## src/rtl/os4_pkg.sv

```systemverilog
package os4_pkg;
  localparam int unsigned SMP_W  = 18;
  localparam int unsigned CODE_W = 14;
  localparam int unsigned ERR_W  = SMP_W - CODE_W;

  typedef logic signed [SMP_W-1:0]  smp_t;
  typedef logic signed [CODE_W-1:0] q_t;
  typedef logic [CODE_W-1:0]        sm_t;
  typedef logic [ERR_W-1:0]         err_t;

  typedef struct packed {
    logic sat;
    q_t   q;
    err_t e;
  } shape_t;

  localparam logic signed [SMP_W:0] SUM_MAX = {2'b00, {(SMP_W-1){1'b1}}};
  localparam smp_t SMP_MAX = {1'b0, {(SMP_W-1){1'b1}}};

  // weighted blend of two neighbouring frames, round half up
  function automatic smp_t lin_interp(smp_t a, smp_t b, logic [1:0] ph);
    logic signed [SMP_W+2:0] ea, eb, wa, wb, acc;
    ea  = {{3{a[SMP_W-1]}}, a};
    eb  = {{3{b[SMP_W-1]}}, b};
    wa  = {{SMP_W{1'b0}}, 3'd4 - {1'b0, ph}};
    wb  = {{(SMP_W+1){1'b0}}, ph};
    acc = ea * wa + eb * wb + (SMP_W+3)'(2);
    return acc[SMP_W+1:2];
  endfunction

  // error feedback, clip, truncate
  function automatic shape_t noise_shape(smp_t y, err_t e);
    logic signed [SMP_W:0] v;
    smp_t   vs;
    shape_t r;
    v     = $signed({y[SMP_W-1], y}) + $signed({{(SMP_W+1-ERR_W){1'b0}}, e});
    r.sat = (v > SUM_MAX);
    vs    = r.sat ? SMP_MAX : v[SMP_W-1:0];
    r.q   = vs[SMP_W-1:ERR_W];
    r.e   = vs[ERR_W-1:0];
    return r;
  endfunction

  // two's complement to sign-magnitude, no negative zero
  function automatic sm_t encode_sm(q_t q);
    q_t neg;
    neg = -q;
    if (!q[CODE_W-1])
      return {1'b0, q[CODE_W-2:0]};
    else if (q == {1'b1, {(CODE_W-1){1'b0}}})
      return {1'b1, {(CODE_W-1){1'b1}}};
    else
      return {1'b1, neg[CODE_W-2:0]};
  endfunction
endpackage

```

## src/rtl/os4_rate_gen.sv

```systemverilog
module os4_rate_gen #(
  parameter int unsigned PER_W = 16
) (
  input  logic       clk,
  input  logic       rst_n,
  input  logic       frame_tick,
  output logic       ev,
  output logic [1:0] ev_phase,
  output logic       locked
);
  logic [PER_W-1:0] cnt_q, quarter_q, sub_q;
  logic             seen_q, run_q;
  logic [1:0]       ph_q;
  logic             last_sub, tick_ev, step_ev;

  assign last_sub = (sub_q == quarter_q - 1'b1);
  assign tick_ev  = frame_tick && seen_q;
  assign step_ev  = !frame_tick && run_q && last_sub && (ph_q != 2'd3);
  assign ev       = tick_ev || step_ev;
  assign ev_phase = tick_ev ? 2'd0 : ph_q + 2'd1;

  always_ff @(posedge clk) begin
    if (!rst_n) begin
      cnt_q     <= '0;
      quarter_q <= '0;
      sub_q     <= '0;
      seen_q    <= 1'b0;
      run_q     <= 1'b0;
      ph_q      <= 2'd0;
      locked    <= 1'b0;
    end else if (frame_tick) begin
      cnt_q  <= '0;
      seen_q <= 1'b1;
      if (seen_q) begin
        quarter_q <= (cnt_q + 1'b1) >> 2;
        locked    <= 1'b1;
        run_q     <= 1'b1;
        sub_q     <= '0;
        ph_q      <= 2'd0;
      end
    end else begin
      if (cnt_q != '1) cnt_q <= cnt_q + 1'b1;
      if (run_q) begin
        if (last_sub) begin
          sub_q <= '0;
          if (ph_q == 2'd3) run_q <= 1'b0;
          else              ph_q  <= ph_q + 2'd1;
        end else begin
          sub_q <= sub_q + 1'b1;
        end
      end
    end
  end
endmodule

```

## src/rtl/os4_chan_store.sv

```systemverilog
module os4_chan_store import os4_pkg::*; #(
  parameter int unsigned NCH  = 4,
  parameter int unsigned CH_W = 2
) (
  input  logic            clk,
  input  logic            rst_n,
  input  logic            frame_tick,
  input  logic            smp_valid,
  input  logic [CH_W-1:0] smp_chan,
  input  smp_t            smp_data,
  input  logic [CH_W-1:0] rd_ch,
  output smp_t            rd_prev,
  output smp_t            rd_cur
);
  logic [NCH*SMP_W-1:0] prv_flat, cur_flat;

  for (genvar k = 0; k < NCH; k++) begin : g_ch
    smp_t stage_q, prv_q, cur_q;
    // staging, then current, then previous
    always_ff @(posedge clk) begin
      if (!rst_n) begin
        stage_q <= '0;
        prv_q   <= '0;
        cur_q   <= '0;
      end else begin
        if (frame_tick) begin
          prv_q <= cur_q;
          cur_q <= stage_q;
        end
        if (smp_valid && smp_chan == CH_W'(k)) stage_q <= smp_data;
      end
    end
    assign prv_flat[k*SMP_W +: SMP_W] = prv_q;
    assign cur_flat[k*SMP_W +: SMP_W] = cur_q;
  end

  assign rd_prev = prv_flat[rd_ch*SMP_W +: SMP_W];
  assign rd_cur  = cur_flat[rd_ch*SMP_W +: SMP_W];
endmodule

```

## src/rtl/os4_shaper_path.sv

```systemverilog
module os4_shaper_path import os4_pkg::*; #(
  parameter int unsigned NCH  = 4,
  parameter int unsigned CH_W = 2
) (
  input  logic                  clk,
  input  logic                  rst_n,
  input  logic                  ev,
  input  logic [1:0]            ev_phase,
  input  smp_t                  prev_s,
  input  smp_t                  cur_s,
  output logic [CH_W-1:0]       rd_ch,
  output logic [NCH*CODE_W-1:0] codes,
  output logic                  os_tick,
  output smp_t                  y_o,
  output logic                  sat_o,
  output sm_t                   wr_code_o,
  output logic                  step_o,
  output logic                  last_o
);
  logic              busy_q;
  logic [CH_W-1:0]   ch_q;
  logic [1:0]        sph_q;
  logic [NCH*ERR_W-1:0] err_flat;
  smp_t   y;
  shape_t sh;
  sm_t    code;

  assign rd_ch  = ch_q;
  assign step_o = busy_q;
  assign last_o = busy_q && (ch_q == CH_W'(NCH-1));

  always_comb begin
    y    = lin_interp(prev_s, cur_s, sph_q);
    sh   = noise_shape(y, err_flat[ch_q*ERR_W +: ERR_W]);
    code = encode_sm(sh.q);
  end

  assign y_o       = y;
  assign sat_o     = busy_q && sh.sat;
  assign wr_code_o = code;

  // one channel per cycle after each event
  always_ff @(posedge clk) begin
    if (!rst_n) begin
      busy_q  <= 1'b0;
      ch_q    <= '0;
      sph_q   <= 2'd0;
      os_tick <= 1'b0;
    end else begin
      os_tick <= last_o;
      if (ev) begin
        busy_q <= 1'b1;
        ch_q   <= '0;
        sph_q  <= ev_phase;
      end else if (busy_q) begin
        if (last_o) busy_q <= 1'b0;
        else        ch_q   <= ch_q + 1'b1;
      end
    end
  end

  for (genvar k = 0; k < NCH; k++) begin : g_out
    err_t err_q;
    sm_t  code_q;
    always_ff @(posedge clk) begin
      if (!rst_n) begin
        err_q  <= '0;
        code_q <= '0;
      end else if (busy_q && ch_q == CH_W'(k)) begin
        err_q  <= sh.e;
        code_q <= code;
      end
    end
    assign err_flat[k*ERR_W +: ERR_W]  = err_q;
    assign codes[k*CODE_W +: CODE_W]   = code_q;
  end
endmodule

```

## src/rtl/os4_shaper.sv

```systemverilog
module os4_shaper import os4_pkg::*; #(
  parameter int unsigned NCH   = 4,
  parameter int unsigned PER_W = 16,
  localparam int unsigned CH_W = (NCH > 1) ? $clog2(NCH) : 1
) (
  input  logic                   clk,
  input  logic                   rst_n,
  input  logic                   frame_tick,
  input  logic                   smp_valid,
  input  logic [CH_W-1:0]        smp_chan,
  input  logic signed [SMP_W-1:0] smp_data,
  output logic [NCH*CODE_W-1:0]  dac_codes,
  output logic                   os_tick
);
  logic            ev_w, lock_w, sat_w, step_w, sw_last_w;
  logic [1:0]      ev_ph_w;
  logic [CH_W-1:0] rd_ch_w;
  smp_t            prev_w, cur_w, y_w;
  sm_t             wr_code_w;

  os4_rate_gen #(.PER_W(PER_W)) u_rate (
    .clk(clk), .rst_n(rst_n), .frame_tick(frame_tick),
    .ev(ev_w), .ev_phase(ev_ph_w), .locked(lock_w)
  );

  os4_chan_store #(.NCH(NCH), .CH_W(CH_W)) u_store (
    .clk(clk), .rst_n(rst_n), .frame_tick(frame_tick),
    .smp_valid(smp_valid), .smp_chan(smp_chan), .smp_data(smp_data),
    .rd_ch(rd_ch_w), .rd_prev(prev_w), .rd_cur(cur_w)
  );

  os4_shaper_path #(.NCH(NCH), .CH_W(CH_W)) u_path (
    .clk(clk), .rst_n(rst_n), .ev(ev_w), .ev_phase(ev_ph_w),
    .prev_s(prev_w), .cur_s(cur_w), .rd_ch(rd_ch_w),
    .codes(dac_codes), .os_tick(os_tick),
    .y_o(y_w), .sat_o(sat_w), .wr_code_o(wr_code_w),
    .step_o(step_w), .last_o(sw_last_w)
  );
endmodule

```

## config.mk

```make
export PLATFORM = sky130hd
export DESIGN_NAME = os4_shaper
export DESIGN_NICKNAME = d
export VERILOG_FILES = /design/src/rtl/os4_pkg.sv /design/src/rtl/os4_rate_gen.sv /design/src/rtl/os4_chan_store.sv /design/src/rtl/os4_shaper_path.sv /design/src/rtl/os4_shaper.sv
export SDC_FILE = /design/constraint.sdc
export NUM_CORES = 1
export LEC_CHECK = 0
export BUFFER_PORTS_ARGS = -buffer_cell sky130_fd_sc_hd__buf_2
export CAP_MARGIN = 10
export CELL_PAD_IN_SITES_DETAIL_PLACEMENT = 1
export CELL_PAD_IN_SITES_GLOBAL_PLACEMENT = 1
export CORE_MARGIN = 5
export CORE_UTILIZATION = 50
export CTS_BUF_LIST = sky130_fd_sc_hd__clkbuf_2
export DETAILED_ROUTE_END_ITERATION = 12
export MAX_ROUTING_LAYER = met4
export PLACE_DENSITY_LB_ADDON = 0.1
export SLEW_MARGIN = 20
export SYNTH_ARGS = -nofsm -noshare
export SYNTH_HDL_FRONTEND = slang
export SYNTH_SLANG_ARGS = --single-unit
```

## constraint.sdc

```tcl
create_clock -name clk -period 10.8 [get_ports clk]
set_input_delay 1.62 -clock clk [delete_from_list [all_inputs] [get_ports clk]]
set_output_delay 1.62 -clock clk [all_outputs]
set_load 0.01 [all_outputs]
```

==> impl_metrics.toml <==
[sta]
relSlewSlack = 0.2487
fin_skew_ns = 0.08316
report.final.slew_viol_count = 0
worst_hold_slack_ns = 0.4571
layout_min_cycle_time_ns = 8.913
setup_viol = 0
final.period_utilization = 0.8252
worst_slew_pin_slew_ns = 1.127
fmax_ghz = 0.1122
rsz0062_at_grt = "false"
hold_viol = 0
finalSetupTns_ns = 0

[clock_tree]
cts_resized = 0
cts.sinks = 344
worst_setup_hold_path_clk_slew_ns = 0.10
holdBufCountCts = 0
postCtsSetupBuffers = 0
cts_tree = "built"
clockBufferDepth = 3
cts_htree_levels = 3
cts_buffers = 90
clockRootBuffer = "clkbuf_2"
clock_latency_ns = 0.99

[grt]
antenna_found_initial = 2
grt_max_degree = 188
grt_usage = 0.2435
grt_pass1_wl_mm = 80.40
grt_overflow = 0
first_global_vias = 15540

[place]
numPortBuffers = 80
post-dp-hpwl_mm = 34.25
dp_cells = 2498
gp_congestion = 0.8640

[floorplanning]
core.rowCount = 70
pin_count = 81
coreArea_mm2 = 0.03652
fp.dieW_um = 202.0
die_h_um = 202.0
dieArea_mm2 = 0.04082
start_util = 0.5049

[synthesis]
synth.avg_cell_area_um2 = 8.899
synthArstFlopShare = 0
yosys_register_bits = 344
netlist_area_mm2 = 0.01844
ys.flop_type = "dfxtp_1"
syn_inst = 2072
synth_edf_count = 0
syn_nets = 2217
ys_warn_count = 0
synth_cell_type_count = 76
synth-seq-area-share = 0.3735

[run_status]
status = "finished clean"

[worst_setup_path]
cp_top_family = "adder cells"
worstSetupPathType = "reg -> reg"
cp_num_buf_inv = 3
slowest_stage = "dfxtp_2"
arrival_ns = 9.78
slowest_delay_ns = 0.76
crit_fanout = 26
end_kind = "register"
worst_setup_path_start_kind = "register"
crit_required_ns = 11.67

[power]
pwr-share-clk = 0.377
power.density_mw_per_mm2 = 121.9
pwr-share-comb = 0.079
p_int_w = 0.001737
swShare = 0.2812
p_leak_nw = 8.554
ir_drop_mv = 0.1039
switchingPower_w = 0.0006794
power.total_w = 0.002416
seqPwrFrac = 0.544

[layout]
postLayoutCoreUtil = 0.5428
final_nets = 2267
area_delta_synth_final_pct = 7.505
drive_gt1_frac = 0.1422
stdcell_count = 2651

[drt]
wirelength_mm = 48.64
drtAntennaViolNets = 0
first_pass_iters = 5
drtIter0Drc = 697
drcViolationCount = 0
wl_per_cell_um = 18.35
vias = 14990
vias_per_cell = 5.654

[run]
drv_cap = 0

[worst_hold_path]
hp-class = "reg -> reg"
-- registers in the layout (all words and copies together) (netlist names) --
signal                count
u_store.g_ch.prv_q       72
u_path.step_o             1
u_store.g_ch.stage_q     72
u_path.os_tick            1
u_path.g_out.code_q      56
u_rate.run_q              1
u_rate.cnt_q             16
u_store.g_ch.cur_q       72
u_path.rd_ch              2
u_path.sph_q              2
u_rate.ph_q               2
u_path.g_out.err_q       16
u_rate.quarter_q         14
u_rate.sub_q             16
u_rate.seen_q             1
-- through the flow --
stage          cell area [um^2]  setup WS (ns)
4_1_cts                   19810          1.819
3_5_place_dp              19010          1.867
6_report                  19820          1.888
2_1_floorplan             18440          2.505
5_1_grt                   19820          1.048
3_3_place_gp              19000          2.190
-- cell families after synthesis --
logic type | after synthesis | synth area share
XOR/XNOR | 66 | 0.03135
adder cells (fa/ha/maj) | 121 | 0.1037
flip-flops | 344 | 0.3735
AO/OA/AOI/OAI | 379 | 0.1209
AND/OR/NAND/NOR | 737 | 0.1873
multiplexers | 200 | 0.1355
buffers and inverters | 225 | 0.04784
-- layout by cell type, fill, tap and decap left out, drive strengths merged, types with 39 or more instances in the layout --
cell    Yosys  layout
dfxtp     344     344
nand2     231     231
clkbuf     97     132
ha         68      68
and2       79      79
xnor2      41      41
fa         53      53
mux2i     154     154
o21ai      91      91
nor2      259     259
inv        96     100
mux4       39      39
buf        32      86
a21oi     184     184
-- synth_stat cells, types with 3 or more instances --
cell type / n / area share
or2_2: 8 / 0.0027
nor3b_1: 18 / 0.0073
mux2i_1: 154 / 0.084
xor2_1: 25 / 0.012
o21ai_0: 87 / 0.024
a21o_1: 10 / 0.0041
buf_1: 16 / 0.0033
o21a_1: 3 / 0.0012
o311ai_0: 4 / 0.0019
inv_1: 95 / 0.019
ha_1: 68 / 0.046
or3_1: 8 / 0.0027
o22ai_1: 4 / 0.0014
nand4_1: 11 / 0.0037
buf_2: 12 / 0.0033
fa_1: 53 / 0.058
a221oi_1: 4 / 0.0019
nor2_1: 259 / 0.053
o31ai_1: 6 / 0.0024
o211ai_1: 3 / 0.0012
nand2_1: 231 / 0.047
a31oi_1: 4 / 0.0014
and2_1: 79 / 0.027
a21oi_1: 183 / 0.050
and3b_1: 3 / 0.0014
a22oi_1: 4 / 0.0016
a211oi_1: 36 / 0.015
nor2b_1: 7 / 0.0024
clkbuf_1: 97 / 0.020
nand2b_1: 6 / 0.0020
and3_1: 18 / 0.0061
nand3b_1: 4 / 0.0016
nor4_1: 9 / 0.0031
nand3_1: 30 / 0.0081
xnor2_1: 41 / 0.019
nor3_1: 21 / 0.0057
o21ai_1: 3 / 0.00081
and4_1: 4 / 0.0019
nand4b_1: 3 / 0.0014
mux2_2: 7 / 0.0043
a31o_2: 3 / 0.0014
mux4_2: 39 / 0.048
or4_1: 5 / 0.0020
dfxtp_1: 344 / 0.37
-- path summary, 6_finish.rpt --
path,depth (start not counted),end,startpoint,slack (ns)
worst max-delay path,25,u_path.g_out[1].code_q[6],u_path.rd_ch[1],1.89
worst min-delay path,2,u_store.g_ch[3].stage_q[6],u_store.g_ch[3].stage_q[6],0.46
worst max register to register,25,u_path.g_out[1].code_q[6],u_path.rd_ch[1],1.89
worst min register to register,2,u_store.g_ch[3].stage_q[6],u_store.g_ch[3].stage_q[6],0.46
-- tightest hold or removal path: stages (launching register included) --
cell     delay [ns]
dfxtp_1        0.32
nand2_1        0.05
a21oi_1        0.05
-- power groups by stage --
stage          Clock, W  Sequential (W)  Combinational [W]
2_1_floorplan         0         0.00134           0.000143
3_3_place_gp          0         0.00134           0.000187
3_5_place_dp          0         0.00134           0.000193
4_1_cts        0.000947         0.00131           0.000194
5_1_grt         0.00102         0.00132           0.000213
6_report       0.000911         0.00131           0.000192
-- layout make-up --
type	instances	area, um^2
flip-flops and latches	344	6889
clock inverters	19	148.9
inverters	96	367.9
fillers	4350	16700
clock buffers	131	655.6
multi-input cells	1503	10690
diodes	3	7.507
well taps	468	585.6
repair buffers	87	474.2
-- layer usage --
layer	track usage	part of all wire	routed length (um)	up-vias
met3	0.03770	0.029	1434	66
met5	-	0	0	-
met1	0.3299	0.49	23720	7450
met2	0.3811	0.46	22460	214
met4	0.07080	0.021	1025	0
li1	-	-	-	7259
Power figures use the tool's default switching activity.
